[src/rtl/sec_rtc_pkg.sv]
package sec_rtc_pkg;

   localparam int REG_W  = 32;
   localparam int ADDR_W = 8;

   localparam logic [ADDR_W-1:0] OFS_CTRL  = 8'h00;
   localparam logic [ADDR_W-1:0] OFS_LOAD  = 8'h04;
   localparam logic [ADDR_W-1:0] OFS_ALARM = 8'h08;
   localparam logic [ADDR_W-1:0] OFS_TRIM  = 8'h18;
   localparam logic [ADDR_W-1:0] OFS_MASK  = 8'h20;
   localparam logic [ADDR_W-1:0] OFS_CLR   = 8'h24;
   localparam logic [ADDR_W-1:0] OFS_STAT  = 8'h30;
   localparam logic [ADDR_W-1:0] OFS_LIVE  = 8'h34;

   localparam int CTL_ALARM_BIT  = 0;
   localparam int CTL_SRC_BIT    = 8;
   localparam int CTL_RUN_BIT    = 12;
   localparam int TRIM_MODE_LO   = 19;
   localparam int TRIM_VALID_BIT = 23;
   localparam int TRIM_FIELD_MAX = 19;

   typedef enum logic [1:0] {
      TRIM_PLAIN0 = 2'd0,
      TRIM_PLAIN1 = 2'd1,
      TRIM_DROP   = 2'd2,
      TRIM_ADD    = 2'd3
   } trim_mode_e;

endpackage

[src/rtl/sec_rtc_regs.sv]
module sec_rtc_regs
   import sec_rtc_pkg::*;
#(
   parameter int CNT_W   = 32,
   parameter int MATCH_W = 19
) (
   input  logic               clk,
   input  logic               rst_n,
   input  logic               we_i,
   input  logic [ADDR_W-1:0]  addr_i,
   input  logic [REG_W-1:0]   wdata_i,
   input  logic [CNT_W-1:0]   live_cnt_i,
   input  logic               status_i,
   output logic [REG_W-1:0]   rdata_o,
   output logic               run_o,
   output logic               src_sel_o,
   output logic               alarm_en_o,
   output logic [CNT_W-1:0]   load_val_o,
   output logic               load_stb_o,
   output logic [CNT_W-1:0]   alarm_val_o,
   output logic               trim_valid_o,
   output trim_mode_e         trim_mode_o,
   output logic [MATCH_W-1:0] trim_period_o,
   output logic               trim_stb_o,
   output logic               mask_o,
   output logic               clr_stb_o
);

   logic hit_ctrl, hit_load, hit_alarm, hit_trim, hit_mask, hit_clr;

   assign hit_ctrl  = we_i && (addr_i == OFS_CTRL);
   assign hit_load  = we_i && (addr_i == OFS_LOAD);
   assign hit_alarm = we_i && (addr_i == OFS_ALARM);
   assign hit_trim  = we_i && (addr_i == OFS_TRIM);
   assign hit_mask  = we_i && (addr_i == OFS_MASK);
   assign hit_clr   = we_i && (addr_i == OFS_CLR);

   always_ff @(posedge clk or negedge rst_n) begin
      if (!rst_n) begin
         run_o         <= 1'b0;
         src_sel_o     <= 1'b0;
         alarm_en_o    <= 1'b0;
         load_val_o    <= '0;
         alarm_val_o   <= '0;
         trim_valid_o  <= 1'b0;
         trim_mode_o   <= TRIM_PLAIN0;
         trim_period_o <= '0;
         mask_o        <= 1'b0;
      end else begin
         if (hit_ctrl) begin
            run_o      <= wdata_i[CTL_RUN_BIT];
            src_sel_o  <= wdata_i[CTL_SRC_BIT];
            alarm_en_o <= wdata_i[CTL_ALARM_BIT];
         end
         if (hit_load)  load_val_o  <= wdata_i[CNT_W-1:0];
         if (hit_alarm) alarm_val_o <= wdata_i[CNT_W-1:0];
         if (hit_trim) begin
            trim_valid_o  <= wdata_i[TRIM_VALID_BIT];
            trim_mode_o   <= trim_mode_e'(wdata_i[TRIM_MODE_LO +: 2]);
            trim_period_o <= wdata_i[MATCH_W-1:0];
         end
         if (hit_mask)  mask_o <= wdata_i[0];
      end
   end

   assign load_stb_o = hit_load;
   assign trim_stb_o = hit_trim;
   assign clr_stb_o  = hit_clr && wdata_i[0];

   always_comb begin
      rdata_o = '0;
      unique case (addr_i)
         OFS_CTRL: begin
            rdata_o[CTL_RUN_BIT]   = run_o;
            rdata_o[CTL_SRC_BIT]   = src_sel_o;
            rdata_o[CTL_ALARM_BIT] = alarm_en_o;
         end
         OFS_LOAD:  rdata_o[CNT_W-1:0] = load_val_o;
         OFS_ALARM: rdata_o[CNT_W-1:0] = alarm_val_o;
         OFS_TRIM: begin
            rdata_o[MATCH_W-1:0]         = trim_period_o;
            rdata_o[TRIM_MODE_LO +: 2]   = trim_mode_o;
            rdata_o[TRIM_VALID_BIT]      = trim_valid_o;
         end
         OFS_MASK:  rdata_o[0] = mask_o;
         OFS_STAT:  rdata_o[0] = status_i;
         OFS_LIVE:  rdata_o[CNT_W-1:0] = live_cnt_i;
         default:   rdata_o = '0;
      endcase
   end


   ctrl_hold_chk: assert property (@(posedge clk) disable iff (!rst_n)
      !hit_ctrl |=> $stable(run_o) && $stable(alarm_en_o) && $stable(src_sel_o));

endmodule

[src/rtl/sec_rtc_core.sv]
module sec_rtc_core
   import sec_rtc_pkg::*;
#(
   parameter int CNT_W         = 32,
   parameter int MATCH_W       = 19,
   parameter int TICKS_PER_SEC = 32768,
   parameter bit GRAY_STORE    = 1'b0
) (
   input  logic               clk,
   input  logic               rst_n,
   input  logic               tick_i,
   input  logic               run_i,
   input  logic               load_stb_i,
   input  logic [CNT_W-1:0]   load_val_i,
   input  logic               trim_valid_i,
   input  trim_mode_e         trim_mode_i,
   input  logic [MATCH_W-1:0] trim_period_i,
   input  logic               trim_stb_i,
   output logic [CNT_W-1:0]   cnt_o
);

   localparam int PRE_W = $clog2(TICKS_PER_SEC);
   localparam logic [PRE_W-1:0] PRE_LAST = PRE_W'(TICKS_PER_SEC - 1);

   logic [PRE_W-1:0]   pre_q;
   logic [MATCH_W-1:0] adj_q;
   logic               pend_q;
   logic [CNT_W-1:0]   cnt_q;
   logic [CNT_W-1:0]   cnt_next;
   logic [1:0]         step;
   logic               advance, sec_wrap, trim_hit;

   assign advance  = run_i && tick_i;
   assign sec_wrap = advance && !pend_q && (pre_q == PRE_LAST);
   assign trim_hit = trim_valid_i && (adj_q == trim_period_i);

   always_comb begin
      step = 2'd1;
      if (trim_hit) begin
         unique case (trim_mode_i)
            TRIM_ADD:  step = 2'd2;
            TRIM_DROP: step = 2'd0;
            default:   step = 2'd1;
         endcase
      end
   end

   generate
      if (GRAY_STORE) begin : g_gray
         function automatic logic [CNT_W-1:0] to_bin(input logic [CNT_W-1:0] g);
            logic [CNT_W-1:0] b;
            b[CNT_W-1] = g[CNT_W-1];
            for (int i = CNT_W - 2; i >= 0; i--) b[i] = b[i+1] ^ g[i];
            return b;
         endfunction
         logic [CNT_W-1:0] bin_sum;
         assign bin_sum  = to_bin(cnt_q) + CNT_W'(step);
         assign cnt_next = bin_sum ^ (bin_sum >> 1);
      end else begin : g_bin
         assign cnt_next = cnt_q + CNT_W'(step);
      end
   endgenerate

   always_ff @(posedge clk or negedge rst_n) begin
      if (!rst_n) begin
         pre_q  <= '0;
         cnt_q  <= '0;
         pend_q <= 1'b0;
      end else begin
         if (load_stb_i) pend_q <= 1'b1;
         else if (advance && pend_q) pend_q <= 1'b0;
         if (advance) begin
            if (pend_q) begin
               cnt_q <= load_val_i;
               pre_q <= '0;
            end else if (pre_q == PRE_LAST) begin
               cnt_q <= cnt_next;
               pre_q <= '0;
            end else begin
               pre_q <= pre_q + 1'b1;
            end
         end
      end
   end

   always_ff @(posedge clk or negedge rst_n) begin
      if (!rst_n)                       adj_q <= '0;
      else if (trim_stb_i)              adj_q <= '0;
      else if (sec_wrap && trim_valid_i) adj_q <= trim_hit ? '0 : adj_q + 1'b1;
   end

   assign cnt_o = cnt_q;


   hold_when_idle_chk: assert property (@(posedge clk) disable iff (!rst_n)
      !run_i |=> $stable(cnt_o));


   no_tick_stable_chk: assert property (@(posedge clk) disable iff (!rst_n)
      !tick_i |=> $stable(cnt_o));


   period_bound_chk: assert property (@(posedge clk) disable iff (!rst_n)
      (trim_valid_i && !trim_stb_i) |=> (adj_q <= trim_period_i));

endmodule

[src/rtl/sec_rtc_alarm.sv]
module sec_rtc_alarm #(
   parameter int CNT_W = 32
) (
   input  logic             clk,
   input  logic             rst_n,
   input  logic [CNT_W-1:0] cnt_i,
   input  logic [CNT_W-1:0] alarm_val_i,
   input  logic             alarm_en_i,
   input  logic             clr_stb_i,
   input  logic             mask_i,
   output logic             status_o,
   output logic             irq_o
);

   logic st_q, match;

   assign match = alarm_en_i && (cnt_i == alarm_val_i);

   always_ff @(posedge clk or negedge rst_n) begin
      if (!rst_n)         st_q <= 1'b0;
      else if (match)     st_q <= 1'b1;
      else if (clr_stb_i) st_q <= 1'b0;
   end

   assign status_o = st_q;
   assign irq_o    = st_q && !mask_i;


   set_on_hit_chk: assert property (@(posedge clk) disable iff (!rst_n)
      match |=> st_q);


   rise_src_chk: assert property (@(posedge clk) disable iff (!rst_n)
      $rose(st_q) |-> $past(alarm_en_i));


   clear_chk: assert property (@(posedge clk) disable iff (!rst_n)
      (clr_stb_i && !match) |=> !st_q);


   sticky_chk: assert property (@(posedge clk) disable iff (!rst_n)
      (st_q && !clr_stb_i) |=> st_q);

endmodule

[src/rtl/sec_rtc.sv]
module sec_rtc
   import sec_rtc_pkg::*;
#(
   parameter int CNT_W         = 32,
   parameter int MATCH_W       = 19,
   parameter int TICKS_PER_SEC = 32768,
   parameter bit GRAY_STORE    = 1'b0
) (
   input  logic              clk,
   input  logic              rst_n,
   input  logic              tick_i,
   input  logic              bus_we_i,
   input  logic [ADDR_W-1:0] bus_addr_i,
   input  logic [REG_W-1:0]  bus_wdata_i,
   output logic [REG_W-1:0]  bus_rdata_o,
   output logic              clk_src_sel_o,
   output logic              irq_o
);

   generate
      if (CNT_W < 2 || CNT_W > REG_W) begin : g_bad_cnt
         $error("sec_rtc: CNT_W out of range");
      end
      if (MATCH_W < 1 || MATCH_W > TRIM_FIELD_MAX) begin : g_bad_match
         $error("sec_rtc: MATCH_W out of range");
      end
      if (TICKS_PER_SEC < 2) begin : g_bad_tps
         $error("sec_rtc: TICKS_PER_SEC must be at least 2");
      end
   endgenerate

   logic               run, alarm_en, load_stb, trim_valid, trim_stb, mask, clr_stb, status;
   logic [CNT_W-1:0]   load_val, alarm_val, cnt;
   logic [MATCH_W-1:0] trim_period;
   trim_mode_e         trim_mode;

   sec_rtc_regs #(.CNT_W(CNT_W), .MATCH_W(MATCH_W)) u_regs (
      .clk(clk), .rst_n(rst_n), .we_i(bus_we_i), .addr_i(bus_addr_i),
      .wdata_i(bus_wdata_i), .live_cnt_i(cnt), .status_i(status),
      .rdata_o(bus_rdata_o), .run_o(run), .src_sel_o(clk_src_sel_o),
      .alarm_en_o(alarm_en), .load_val_o(load_val), .load_stb_o(load_stb),
      .alarm_val_o(alarm_val), .trim_valid_o(trim_valid), .trim_mode_o(trim_mode),
      .trim_period_o(trim_period), .trim_stb_o(trim_stb), .mask_o(mask),
      .clr_stb_o(clr_stb)
   );

   sec_rtc_core #(.CNT_W(CNT_W), .MATCH_W(MATCH_W), .TICKS_PER_SEC(TICKS_PER_SEC),
                  .GRAY_STORE(GRAY_STORE)) u_core (
      .clk(clk), .rst_n(rst_n), .tick_i(tick_i), .run_i(run),
      .load_stb_i(load_stb), .load_val_i(load_val), .trim_valid_i(trim_valid),
      .trim_mode_i(trim_mode), .trim_period_i(trim_period), .trim_stb_i(trim_stb),
      .cnt_o(cnt)
   );

   sec_rtc_alarm #(.CNT_W(CNT_W)) u_alarm (
      .clk(clk), .rst_n(rst_n), .cnt_i(cnt), .alarm_val_i(alarm_val),
      .alarm_en_i(alarm_en), .clr_stb_i(clr_stb), .mask_i(mask),
      .status_o(status), .irq_o(irq_o)
   );

endmodule

[config.mk]
export PLATFORM = sky130hd
export DESIGN_NAME = sec_rtc
export DESIGN_NICKNAME = d
export VERILOG_FILES = /design/src/rtl/sec_rtc_pkg.sv /design/src/rtl/sec_rtc_regs.sv /design/src/rtl/sec_rtc_core.sv /design/src/rtl/sec_rtc_alarm.sv /design/src/rtl/sec_rtc.sv
export SDC_FILE = /design/constraint.sdc
export NUM_CORES = 1
export LEC_CHECK = 0
export ABC_CLOCK_PERIOD_IN_PS = 3600
export BUFFER_PORTS_ARGS = -buffer_cell sky130_fd_sc_hd__buf_2
export CORE_ASPECT_RATIO = 1.2
export CORE_MARGIN = 3
export CORE_UTILIZATION = 50
export CTS_BUF_LIST = sky130_fd_sc_hd__clkbuf_4
export DETAILED_ROUTE_END_ITERATION = 7
export GPL_ROUTABILITY_DRIVEN = 0
export HOLD_SLACK_MARGIN = 0.15
export PLACE_DENSITY = 0.69
export SLEW_MARGIN = 30
export SYNTH_ARGS = -nofsm -noshare
export SYNTH_HDL_FRONTEND = slang
export SYNTH_HIERARCHICAL = 1
export SYNTH_SLANG_ARGS = --single-unit
[constraint.sdc]
create_clock -name clk -period 3.6 [get_ports clk]
set_input_delay 0.72 -clock clk [delete_from_list [all_inputs] [get_ports clk]]
set_output_delay 0.72 -clock clk [all_outputs]
set_load 0.02 [all_outputs]
# Word level (Yosys, flattened, before mapping)
# Cells that the tools add are included.
# totals
ff_bits,158
in_bits,44
output_inout_bits,34
word_cells,74
# op_classes
n_addsub,3
n_eq_ne,12
mux,22
reduce_logical,23
# ops
cell,n
two-way mux 32 bit,2
two-way mux 19 bit,3
adder 32 x 2 -> 32 bit,1
== test 32 bit,1
"== test 8 x 6 -> 1 bit, second input constant",4
case mux 8 bit (4 select lines),1
two-way mux 15 bit,2
case mux 7 bit (4 select lines),1
case mux 8 bit (3 select lines),1
"adder 19 x 1 -> 19 bit, second input constant",1
== test 19 bit,1
"adder 15 x 1 -> 15 bit, second input constant",1
"== test 15 bit, second input constant",1
logical AND 1 bit,15
case mux 3 bit (4 select lines),1
case mux 1 bit (5 select lines),2
"== test 8 x 3 -> 1 bit, second input constant",1
"== test 8 x 4 -> 1 bit, second input constant",1
"== test 8 x 5 -> 1 bit, second input constant",1
logical NOT 8 bit,1
nonzero test 2 bit,4
case mux 1 bit (7 select lines),1
case mux 2 bit (3 select lines),1
"== test 2 bit, second input constant",2
6 further kinds,10

# Depth between registers and ports, before layout
# Gate-level depths: netlist (run 1).
# depth
depth_word,6
ltp_mapped,16
depth_no_buf,14

# By module
# The synthesis (run 1) kept the hierarchy.
# modules_own_cells
module,n_inst,cells_each,area_per_inst_um2
sec_rtc_core,1,535,4364.2
sec_rtc_regs,1,330,4270.3
sec_rtc_alarm,1,47,385.4

# Worst setup path before layout (run 1)
# No wires, ideal clock.
# synth_path
path_kind,flip-flop to flip-flop
start,register u_core.adj_q[7]
end,"register u_core.cnt_q[28], in the netlist u_core/cnt_o[28]"
setup_time_ns,0.124
t_arrival_ns,3.206
required_time_ns,3.476
setup_slack_ns,0.270
stages_incl_launch_ff,15
synth_period_minus_slack_ns,3.330
path_cell_list,dfrtp_1 clkbuf_1 xnor2_1 nand4_1 nor3_1 and2_1 clkbuf_1 nand3_1 fa_1 nand4b_1 nor4_4 nand2_1 nor2_1 nor3b_1 a211o_1
# synth_between
elab_chain_cells,6
# synth_lines
item,line,source
"start, declared",sec_rtc_core.sv:26,logic [MATCH_W-1:0] adj_q;
"start signal, assigned",sec_rtc_core.sv:89,else if (sec_wrap && trim_valid_i) adj_q <= trim_hit ? '0 : adj_q + 1'b1;
== test 19 bit,sec_rtc_core.sv:35,assign trim_hit = trim_valid_i && (adj_q == trim_period_i);
logical AND 1 bit,sec_rtc_core.sv:35,
two-way mux 2 bit,sec_rtc_core.sv:39,if (trim_hit) begin
adder 32 x 2 -> 32 bit,sec_rtc_core.sv:60,assign cnt_next = cnt_q + CNT_W'(step);
two-way mux 32 bit,sec_rtc_core.sv:76,end else if (pre_q == PRE_LAST) begin
two-way mux 32 bit,sec_rtc_core.sv:73,if (pend_q) begin
"end signal, assigned",sec_rtc_core.sv:74,cnt_q <= load_val_i;
"end signal, assigned",sec_rtc_core.sv:77,cnt_q <= cnt_next;
"end, declared",sec_rtc_core.sv:28,logic [CNT_W-1:0] cnt_q;
# No other way between the ends. The select of a mux whose other input is x is not followed.
# A chain may end at the register's enable or synchronous reset.

# Final worst setup path (run 1)
# layout_path
start,register u_regs.trim_period_o[0]
end,"register u_core.cnt_q[28], in the netlist u_core/cnt_o[28]"
# layout_between
elab_chain_cells,6
# layout_lines
item,line,source
"start, declared",sec_rtc_regs.sv:23,"output logic [MATCH_W-1:0] trim_period_o,"
"start signal, assigned",sec_rtc_regs.sv:60,trim_period_o <= wdata_i[MATCH_W-1:0];
== test 19 bit,sec_rtc_core.sv:35,
logical AND 1 bit,sec_rtc_core.sv:35,
two-way mux 2 bit,sec_rtc_core.sv:39,
adder 32 x 2 -> 32 bit,sec_rtc_core.sv:60,
two-way mux 32 bit,sec_rtc_core.sv:76,
two-way mux 32 bit,sec_rtc_core.sv:73,
# No other way between the ends. The select of a mux whose other input is x is not followed.

==> key figures, run 1 <==
Drt
  • Routed wire length per instance: 20.9 µm
  • Met3 Wirelength: 1730 µm
  • Via count of the routed design: 7,610
  • Routed via count divided by cell count: 6.25
  • Residual antenna-violating net count after detailed routing: 0
  • Uppermost layer routed: met4
  • Detailed Routing Iterations Pass 1: 6
  • Starting DRT DRC Count: 886
  • Sum of routed wire segments on met1: 10,600 µm
  • Total Wirelength: 25,400 µm
  • Number of remaining DRC errors: 0
  • Met2 routed wirelength: 12,200 µm

Power
  • Pwr/cell area: 344 mW/mm²
  • Largest voltage drop on the vdd net: 0.000153 V
  • Leakage: 4.54 nW

Final layout
  • Count of placed standard cells in the final layout, fillers left out: 1,217
  • Synth-to-layout area growth: 11.1%
  • Fraction of layout cells with a size suffix above 1: 25.7%
  • Net count of the finished layout: 1,032

Clock tree
  • H-tree depth: 4
  • Root Buffer: sky130_fd_sc_hd__clkbuf_4
  • Clock latency of the later-clocked register in the worst-skew pair: 0.59 ns
  • Inserted Clock Buffers: 17
  • Number of hold buffers added after CTS: 0
  • Clock sink count: 158
  • CTS tree: built
  • Clock transition at the registers of the reported paths: 0.14 ns
  • Maximum buffer depth of the clock tree: 2

Yosys
  • Post-synth design cell area: 0.00902 mm²
  • #FFs+latches synth: 158
  • Seq/Total Area, Yosys: 43.8%
  • Post-synthesis cell type count: 72
  • Top post-synthesis cells by area: sky130_fd_sc_hd__dfrtp_1 44%, sky130_fd_sc_hd__mux2_2 8.9%, sky130_fd_sc_hd__a22oi_1 4.2%
  • Area share of the largest cell type after synthesis: 43.8%
  • Post-synthesis async set-or-reset flop share: 100%
  • Most instantiated flip-flop cell in the synthesis netlist: sky130_fd_sc_hd__dfrtp_1
  • Cell taking the most area after synthesis: sky130_fd_sc_hd__dfrtp_1
  • Library cell with the highest instance count after synthesis: sky130_fd_sc_hd__dfrtp_1
  • Gate count of the mapped netlist: 912
  • EDFF count, synth: 0
  • Commonest cells in the netlist: 158 x sky130_fd_sc_hd__dfrtp_1, 92 x sky130_fd_sc_hd__nand2_1, 71 x sky130_fd_sc_hd__mux2_2
  • Avg Inst Size Synth: 9.89 µm²
  • Warnings from Yosys: 6
  • Synth Net Count: 961

Min path
  • HP Class: input pin to asynchronous set/reset pin

Timing
  • Final Hold Slack: 0.130 ns
  • Maximum clock frequency: 0.297 GHz
  • Post-layout worst setup margin: 0.236 ns
  • Clock skew after layout: 0.0250 ns
  • Slew at the pin closest to its max-slew limit: 0.802 ns
  • Share of the cycle needed by the critical path after routing: 93.4%
  • Final Max Tran Viols: 0
  • Slew headroom: 46.6%
  • Clock period minus final worst setup slack: 3.36 ns
  • Final number of hold-violating endpoints: 0
  • Setup violations, final: 0

Worst setup path
  • Number of buffer and inverter instances along the worst setup path: 1
  • Data required time at the worst endpoint: 4.09 ns
  • Cells along the critical path: xnor2_1 -> nand4_1 -> nor3_1 -> and2_1 -> nand3_1 -> fa_1 -> nand4b_1 -> nor4_4 -> buf_4 -> nand2_1 -> nor2_1 -> nor3b_1 -> a211o_1
  • Setup Crit Path Kind: register to register
  • Category of the worst setup path capture point: register
  • Kind of start point of the critical path: register
  • Critical-path cell with the highest stage delay: sky130_fd_sc_hd__dfrtp_1
  • Crit-path leading delay family: simple AND/OR/NAND/NOR gates
  • Data arrival, critical path: 3.86 ns
  • Critical-path maximum fanout: 6
  • Crit-path max cell delay: 0.48 ns

Global routing
  • Largest net degree at the start of global routing: 77
  • Via count of the first global-routing pass: 7,533
  • Total congestion overflow: 0
  • Antenna violations before repair: 1
  • Total routing usage reported by global routing: 26.5%
  • Global-route wire length before repair: 41,200 µm

Placed design
  • Placed cell count: 1,183
  • # port buffers: 77
  • Post-placement setup slack: 0.214 ns
  • Detailed placer's ending HPWL: 18,200 µm

Outcome
  • Result of the run: finished, final reports clean

Floorplanning
  • Floorplan row count: 53
  • Die outline area: 0.0197 mm²
  • Starting Density: 51.1%
  • Standard cell core area: 0.0176 mm²
  • Number of ports placed on the die boundary: 78
  • Die extent in x: 129 µm
  • Height of the die: 153 µm

Flow run
  • Count of maximum capacitance violations: 0
state kept, by name, summed over array words and instances (netlist names), 2 cells and up:
| signal | count |
|---|---|
| u_core/adj_q | 19 |
| u_core/cnt_o | 32 |
| u_core/pre_q | 15 |
| u_regs/alarm_val_o | 32 |
| u_regs/load_val_o | 32 |
| u_regs/trim_mode_o | 2 |
| u_regs/trim_period_o | 19 |
metrics by stage:
stage                     utilization [%]  area [µm²]  TNS [ns]  power [mW]
after CTS                            56.7       10000         0        3.46
after detailed placement             54.8        9670         0        2.24
after floorplan                         -        9020         0        2.08
after global routing                 56.8       10000  -0.00495        3.59
after global placement               54.8        9670         0        2.24
final                                56.8       10000         0        3.45
layout make-up:
class                      count  area (µm²)
clock buffer                  19         143
multi-input combinational    689        4780
timing repair buffer         105         627
inverter                      12        45.0
fill                        1602        7620
tap                          220         275
clock inverter                13         190
sequential                   158        3960
antenna                        1        2.50
power by group:
group          internal (mW)  total (mW)  switching [mW]
Sequential              1.83        1.91          0.0750
Clock                  0.569        1.24           0.667
Combinational          0.128       0.299           0.171
Total                   2.53        3.45           0.913
layout by cell type (no fill, tap or decap), types with 20 or more instances in the layout:
cell / instances
sky130_fd_sc_hd__a21oi_1: 44
sky130_fd_sc_hd__a22oi_1: 50
sky130_fd_sc_hd__buf_2: 76
sky130_fd_sc_hd__buf_4: 26
sky130_fd_sc_hd__dfrtp_1: 157
sky130_fd_sc_hd__mux2_2: 71
sky130_fd_sc_hd__nand2_1: 92
sky130_fd_sc_hd__nand3_1: 38
sky130_fd_sc_hd__nand4_1: 31
sky130_fd_sc_hd__nor2_1: 55
sky130_fd_sc_hd__o21ai_0: 50
sky130_fd_sc_hd__xnor2_1: 39
sky130_fd_sc_hd__xor2_1: 20
per-layer routing:
layer | vias up | global-route usage (%)
li1 | 3497 | -
met1 | 3763 | 35.8
met2 | 300 | 41.4
met3 | 50 | 5.91
met4 | 0 | 10.7
met5 | - | 0
path summary, 6_finish.rpt:
check,cells after the start,slack [ns],to,startpoint
max in group asynchronous,2,2.66,u_core/pre_q[9]$_DFFE_PN0P_,rst_n
worst min register to register,1,0.55,u_regs/load_val_o[29]$_DFFE_PN0P_,u_regs/load_val_o[29]$_DFFE_PN0P_
worst min-delay path,1,0.13,u_core/adj_q[10]$_DFFE_PN0P_,rst_n
min in group clk,2,0.36,u_regs/alarm_val_o[27]$_DFFE_PN0P_,bus_wdata_i[27]
worst max register to register,13,0.24,u_core/cnt_o[28]$_DFFE_PN0P_,u_regs/trim_period_o[0]$_DFFE_PN0P_
worst max-delay path,13,0.24,u_core/cnt_o[28]$_DFFE_PN0P_,u_regs/trim_period_o[0]$_DFFE_PN0P_
what timing repair did:
item	in CTS	in global routing
buffers inserted	0	1
endpoints found under the setup margin	0	7
resized for setup	0	1
kinds of logic after synthesis:
logic type               count (synthesis)  share of synthesized area, %
buffers and inverters                   65                          3.41
multiplexers                            94                          12.5
XOR/XNOR                                59                          5.73
flip-flops                             158                          43.8
adder cells (fa/ha/maj)                  5                         0.777
AND/OR/NAND/NOR                        308                          17.9
AO/OA/AOI/OAI                          223                          15.8
Note: power is estimated with default switching activity, not from simulation.
==> run 2: changes to the inputs <==
Settings changed: CORE_ASPECT_RATIO 1.2 to 0.75, GPL_TIMING_DRIVEN set to 0.
==> key figures, run 2 (synthesis results as in run 1) <==
Worst setup path
  • Cells along the critical path: xnor2_1 -> nand4_1 -> nor3_2 -> and2_4 -> nand3_1 -> fa_2 -> nand4b_1 -> nor4_4 -> nand2_2 -> nor2_1 -> nor3b_1 -> a211o_1
  • Category of the worst setup path capture point: register
  • Critical-path maximum fanout: 6
  • Data arrival, critical path: 3.95 ns
  • Crit-path max cell delay: 0.52 ns
  • Setup Crit Path Kind: register to register
  • Critical-path cell with the highest stage delay: sky130_fd_sc_hd__nor4_4
  • Kind of start point of the critical path: register
  • Data required time at the worst endpoint: 4.07 ns

Timing
  • Slew headroom: 35.2%
  • Setup violations, final: 0
  • Clock period minus final worst setup slack: 3.47 ns
  • Final Hold Slack: 0.380 ns
  • Fin Setup TNS: 0 ns
  • Maximum clock frequency: 0.288 GHz
  • Final Max Tran Viols: 0
  • Clock skew after layout: 0.0202 ns
  • Share of the cycle needed by the critical path after routing: 96.5%
  • Slew at the pin closest to its max-slew limit: 0.964 ns
  • Final number of hold-violating endpoints: 0

Global routing
  • Antenna violations before repair: 0
  • Total congestion overflow: 0
  • Largest net degree at the start of global routing: 81
  • Total routing usage reported by global routing: 28.7%
  • Via count of the first global-routing pass: 7,324
  • Global-route wire length before repair: 43,200 µm

Flow run
  • Count of maximum capacitance violations: 0

Final layout
  • Most frequent standard cell in the layout excluding fill and tap cells: sky130_fd_sc_hd__dfrtp_1
  • Fillers: 1,528
  • Net count of the finished layout: 1,061
  • Area of all placed cells without fillers: 0.0102 mm²
  • Number of diodes: 0
  • Highest-count cells in the layout ignoring fill and taps: 154 x sky130_fd_sc_hd__dfrtp_1, 97 x sky130_fd_sc_hd__buf_2, 91 x sky130_fd_sc_hd__nand2_1
  • Fraction of layout cells with a size suffix above 1: 27.0%
  • Synth-to-layout area growth: 12.8%

Drt
  • Routed wire length per instance: 22.0 µm
  • Starting DRT DRC Count: 1,023
  • Routed via count divided by cell count: 6.27
  • Number of remaining DRC errors: 0
  • Detailed Routing Iterations Pass 1: 6
  • Via count of the routed design: 7,910
  • Total Wirelength: 27,800 µm
  • Residual antenna-violating net count after detailed routing: 0

Power
  • Largest voltage drop on the vdd net: 0.000197 V
  • Pwr/cell area: 335 mW/mm²
  • Leakage: 4.60 nW

Min path
  • HP Class: input pin to register

Placed design
  • Standard cell area after detailed placement: 0.00974 mm²
  • # port buffers: 76
  • Detailed placer's ending HPWL: 20,200 µm

Floorplanning
  • Standard cell core area: 0.0172 mm²
  • Number of ports placed on the die boundary: 78
  • Floorplan row count: 41
  • Die extent in x: 161 µm
  • Height of the die: 122 µm
  • Starting Density: 52.3%
  • Die outline area: 0.0197 mm²

Clock tree
  • Clock sink count: 158
  • CTS tree: built
  • Maximum buffer depth of the clock tree: 2
  • H-tree depth: 4
  • Clock transition at the registers of the reported paths: 0.15 ns
  • Inserted Clock Buffers: 17
  • Root Buffer: sky130_fd_sc_hd__clkbuf_4
  • Clock latency of the later-clocked register in the worst-skew pair: 0.58 ns

Outcome
  • Result of the run: finished, final reports clean
-- run 2: cell count changes in the layout (fill, tap and decap cells not counted), moves of 3 or more --
cell,delta
sky130_fd_sc_hd__buf_2,+21
sky130_fd_sc_hd__buf_4,-18
sky130_fd_sc_hd__clkbuf_1,+18
sky130_fd_sc_hd__clkbuf_2,+4
sky130_fd_sc_hd__dfrtp_1,-3
sky130_fd_sc_hd__dfrtp_2,+3
sky130_fd_sc_hd__inv_6,+3
sky130_fd_sc_hd__xnor2_1,-4
sky130_fd_sc_hd__xnor2_2,+4
-- run 2: area by class of cell --
type | count | area (µm²) | share of cell area [%]
multi-input cells | 689 | 4840 | 47.6
flip-flops and latches | 158 | 3960 | 38.9
repair buffers | 83 | 465 | 4.57
well taps | 236 | 295 | 2.90
plain buffers | 51 | 258 | 2.53
clock inverters | 15 | 185 | 1.82
clock buffers | 17 | 128 | 1.25
inverters | 12 | 45.0 | 0.443
-- run 2: layer usage --
layer	global-route usage, %	routed length (µm)
met3	7.89	3500
met5	0	0
met1	45.0	12900
met4	6.93	431
met2	38.9	11000
-- run 2: path summary, 6_finish.rpt --
kind                                              startpoint                                   to  slack [ns]  depth (start not counted)
worst max-delay path            u_core/adj_q[11]$_DFFE_PN0P_         u_core/cnt_o[28]$_DFFE_PN0P_        0.13                         12
worst min-delay path                         bus_wdata_i[22]   u_regs/alarm_val_o[22]$_DFFE_PN0P_        0.38                          2
worst max register to register  u_core/adj_q[11]$_DFFE_PN0P_         u_core/cnt_o[28]$_DFFE_PN0P_        0.13                         12
worst min register to register  u_core/pre_q[14]$_DFFE_PN0P_         u_core/pre_q[14]$_DFFE_PN0P_        0.54                          1
max in group asynchronous                              rst_n  u_regs/trim_period_o[2]$_DFFE_PN0P_        2.05                          3
min in group asynchronous                              rst_n          u_core/pre_q[4]$_DFFE_PN0P_        0.72                          2
-- run 2: per-stage QoR --
stage               cells  util (%)  power [mW]  setup slack [ns]
floorplan             912         -        2.08             0.270
CTS                  1259      58.5        3.43          0.000123
detailed placement   1225      56.5        2.25            -0.505
finish               1261      59.0        3.41             0.126
global placement     1224      56.3        2.24            -0.684
global route         1261      59.0        3.56           -0.0262
-- run 2: power breakdown --
part,switching (mW),internal (mW)
Clock,0.685,0.489
Combinational,0.195,0.132
Sequential,0.0707,1.83
-- run 2: worst max-delay path: cells and delay by family (launching register included) --
kind / cells / cell delay (ns)
adder cells (fa/ha/maj): 1 / 0.38
AND/OR/NAND/NOR: 9 / 2.00
AO/OA/AOI/OAI: 1 / 0.23
XOR/XNOR: 1 / 0.27
flip-flops: 1 / 0.48
-- run 2: what timing repair did --
action                                 CTS  global route
setup endpoints to repair               15            22
endpoints found under the hold margin   79             0
gates resized for setup                  4            19
hold buffers                             1             0
buffers inserted                         3             2
pin swaps                                1             5
==> run 3: changes to the inputs <==
Settings changed: ABC_AREA set to 1, PLACE_DENSITY 0.69 to 0.68.
==> key figures, run 3 <==
Outcome
  • Result of the run: finished, final reports clean

Power
  • Largest voltage drop on the vdd net: 0.000197 V
  • Comb pwr share: 24.5%
  • P_int: 2.78 mW
  • Psw: 1.85 mW
  • Leakage: 5.98 nW
  • Pwr/cell area: 407 mW/mm²
  • Proportion of power drawn by the clock network: 24.7%
  • Sequential group share of total power: 50.8%
  • Proportion of total power due to net switching: 40.0%

Drt
  • Routed wire length per instance: 18.2 µm
  • Starting DRT DRC Count: 1,397
  • Met2 routed wirelength: 13,100 µm
  • Residual antenna-violating net count after detailed routing: 0
  • Number of remaining DRC errors: 0
  • Detailed Routing Iterations Pass 1: 8
  • Sum of routed wire segments on met1: 16,300 µm
  • Routed via count divided by cell count: 5.63
  • Via count of the routed design: 10,700
  • Total Wirelength: 34,500 µm
  • Met3 Wirelength: 4860 µm
  • Uppermost layer routed: met4

Final layout
  • Number of diodes: 0
  • Count of placed standard cells in the final layout, fillers left out: 1,903
  • Highest-count cells in the layout ignoring fill and taps: 570 x sky130_fd_sc_hd__nand2_1, 159 x sky130_fd_sc_hd__inv_1, 155 x sky130_fd_sc_hd__dfrtp_1
  • Most frequent standard cell in the layout excluding fill and tap cells: sky130_fd_sc_hd__nand2_1
  • Fraction of layout cells with a size suffix above 1: 13.0%
  • Net count of the finished layout: 1,687
  • Synth-to-layout area growth: 11.0%

Global routing
  • Total routing usage reported by global routing: 31.5%
  • Largest net degree at the start of global routing: 84
  • Global-route wire length before repair: 53,400 µm
  • Via count of the first global-routing pass: 9,474
  • Total congestion overflow: 0
  • Antenna violations before repair: 0

Placed design
  • Placed cell count: 1,861
  • Post-placement setup slack: 0.127 ns
  • # port buffers: 76
  • Detailed placer's ending HPWL: 26,300 µm

Yosys
  • Gate count of the mapped netlist: 1,531
  • Commonest cells in the netlist: 571 x sky130_fd_sc_hd__nand2_1, 159 x sky130_fd_sc_hd__inv_1, 158 x sky130_fd_sc_hd__dfrtp_1
  • Warnings from Yosys: 6
  • #FFs+latches synth: 158
  • Post-synth design cell area: 0.0103 mm²
  • Library cell with the highest instance count after synthesis: sky130_fd_sc_hd__nand2_1
  • Post-synthesis cell type count: 50
  • Post-synthesis async set-or-reset flop share: 100%
  • Area share of the largest cell type after synthesis: 38.6%
  • Avg Inst Size Synth: 6.70 µm²
  • EDFF count, synth: 0
  • Top post-synthesis cells by area: sky130_fd_sc_hd__dfrtp_1 39%, sky130_fd_sc_hd__nand2_1 21%, sky130_fd_sc_hd__inv_1 5.8%
  • Cell taking the most area after synthesis: sky130_fd_sc_hd__dfrtp_1
  • Synth Net Count: 1,580
  • Seq/Total Area, Yosys: 38.6%
  • Most instantiated flip-flop cell in the synthesis netlist: sky130_fd_sc_hd__dfrtp_1

Timing
  • Share of the cycle needed by the critical path after routing: 90.1%
  • Final Max Tran Viols: 0
  • Slew headroom: 49.4%
  • Clock skew after layout: 0.0275 ns
  • Unrepaired setup endpoints after global routing: false
  • Maximum clock frequency: 0.308 GHz
  • Clock period minus final worst setup slack: 3.24 ns
  • Final Hold Slack: 0.352 ns
  • Final number of hold-violating endpoints: 0
  • Slew at the pin closest to its max-slew limit: 0.759 ns
  • Post-layout worst setup margin: 0.355 ns
  • Setup violations, final: 0

Clock tree
  • Inserted Clock Buffers: 17
  • H-tree depth: 4
  • Clock latency of the later-clocked register in the worst-skew pair: 0.59 ns
  • Clock transition at the registers of the reported paths: 0.15 ns
  • Maximum buffer depth of the clock tree: 2
  • CTS tree: built
  • Clock sink count: 158
  • Root Buffer: sky130_fd_sc_hd__clkbuf_4

Min path
  • HP Class: input pin to register

Worst setup path
  • Data arrival, critical path: 3.73 ns
  • Data required time at the worst endpoint: 4.08 ns
  • Category of the worst setup path capture point: register
  • Setup Crit Path Kind: register to register
  • Critical-path maximum fanout: 5
  • Kind of start point of the critical path: register

Floorplanning
  • Floorplan row count: 44
  • Number of ports placed on the die boundary: 78
  • Standard cell core area: 0.0197 mm²
  • Starting Density: 52.0%
  • Die outline area: 0.0223 mm²
  • Height of the die: 130 µm
  • Die extent in x: 171 µm

Flow run
  • Count of maximum capacitance violations: 0
## run 3: changes by cell type in the layout (fill, tap and decap cells not counted), moves of 19 or more
cell,before,now
sky130_fd_sc_hd__o21ai_0,50,83
sky130_fd_sc_hd__mux2_4,19,0
sky130_fd_sc_hd__nand3_1,40,116
sky130_fd_sc_hd__xnor2_1,35,15
sky130_fd_sc_hd__a22oi_1,50,0
sky130_fd_sc_hd__mux2_2,71,0
sky130_fd_sc_hd__inv_1,11,159
sky130_fd_sc_hd__nor2_1,55,152
sky130_fd_sc_hd__a21oi_1,44,19
sky130_fd_sc_hd__nand2_1,91,570
## run 3: cell type report
cell class,instances,area [µm²]
fillers,1973,8330
multi-input cells,1150,5350
flip-flops and latches,158,3960
inverters,169,636
repair buffers,88,503
plain buffers,54,323
well taps,253,317
clock inverters,14,160
clock buffers,17,128
## run 3: what timing repair did
action / in CTS / in global routing
resized for setup: 0 / 8
setup endpoints to repair: 0 / 15
endpoints found under the hold margin: 75 / 0
hold buffers: 1 / 0
buffers inserted: 0 / 10
## run 3: power by group through the flow
| stage | sequential (mW) | combinational [mW] | clock (mW) |
|---|---|---|---|
| detailed placement | 2.37 | 1.09 | 0 |
| floorplan | 2.23 | 0.772 | 0 |
| global placement | 2.36 | 1.07 | 0 |
| finish | 2.35 | 1.14 | 1.14 |
| global route | 2.39 | 1.27 | 1.23 |
| CTS | 2.34 | 1.10 | 1.16 |
## run 3: through the flow
stage               utilization [%]  total power, mW  setup TNS, ns  area (µm²)
global placement               55.5             3.43        -123.77       10900
finish                         57.7             4.63              0       11400
global route                   57.7             4.89              0       11400
floorplan                         -             3.00              0       10300
detailed placement             55.7             3.46              0       11000
CTS                            57.2             4.60              0       11300
## run 3: cells by family after synthesis
family	Yosys count	share of synthesized area, %
DFF	158	38.6
xor gates and xnor gates	29	2.48
buffers and inverters	223	9.35
AOI/OAI and AO/OA	156	8.41
and+or+nand+nor	960	40.5
adders and majority gates	5	0.684
## run 3: path summary, 6_finish.rpt
check | from | end | slack, ns | cells after the start
max | u_core/adj_q[14]$_DFFE_PN0P_ | u_core/cnt_o[12]$_DFFE_PN0P_ | 0.36 | 22
min | bus_wdata_i[22] | u_regs/load_val_o[22]$_DFFE_PN0P_ | 0.35 | 3
max reg2reg | u_core/adj_q[14]$_DFFE_PN0P_ | u_core/cnt_o[12]$_DFFE_PN0P_ | 0.36 | 22
min reg2reg | u_regs/mask_o$_DFFE_PN0P_ | u_regs/mask_o$_DFFE_PN0P_ | 0.54 | 2
max in group asynchronous | rst_n | u_regs/alarm_val_o[5]$_DFFE_PN0P_ | 2.08 | 3
min in group asynchronous | rst_n | u_core/pre_q[0]$_DFFE_PN0P_ | 0.68 | 2
## run 3: per-layer routing
layer | vias to the layer above | track usage, %
met5 | - | 0
met4 | 0 | 5.82
met3 | 26 | 7.54
met2 | 655 | 40.5
met1 | 4954 | 52.4
li1 | 5080 | -
## run 3: critical path: stages (launching register included)
cell	delay, ns
sky130_fd_sc_hd__dfrtp_2	0.48
sky130_fd_sc_hd__inv_1	0.09
sky130_fd_sc_hd__nand2_1	0.05
sky130_fd_sc_hd__nand2_1	0.13
sky130_fd_sc_hd__inv_1	0.06
sky130_fd_sc_hd__nand2_1	0.08
sky130_fd_sc_hd__nor3_2	0.06
sky130_fd_sc_hd__and2_1	0.14
sky130_fd_sc_hd__nand4_1	0.15
sky130_fd_sc_hd__buf_4	0.14
sky130_fd_sc_hd__ha_1	0.19
sky130_fd_sc_hd__inv_1	0.07
sky130_fd_sc_hd__fa_1	0.38
sky130_fd_sc_hd__inv_1	0.06
sky130_fd_sc_hd__nand2_1	0.08
sky130_fd_sc_hd__nor2_2	0.14
sky130_fd_sc_hd__nand2_2	0.13
sky130_fd_sc_hd__nor2_4	0.19
sky130_fd_sc_hd__buf_4	0.14
sky130_fd_sc_hd__xnor2_1	0.15
sky130_fd_sc_hd__o21ai_0	0.11
sky130_fd_sc_hd__nand2_1	0.08
sky130_fd_sc_hd__nand2_1	0.04
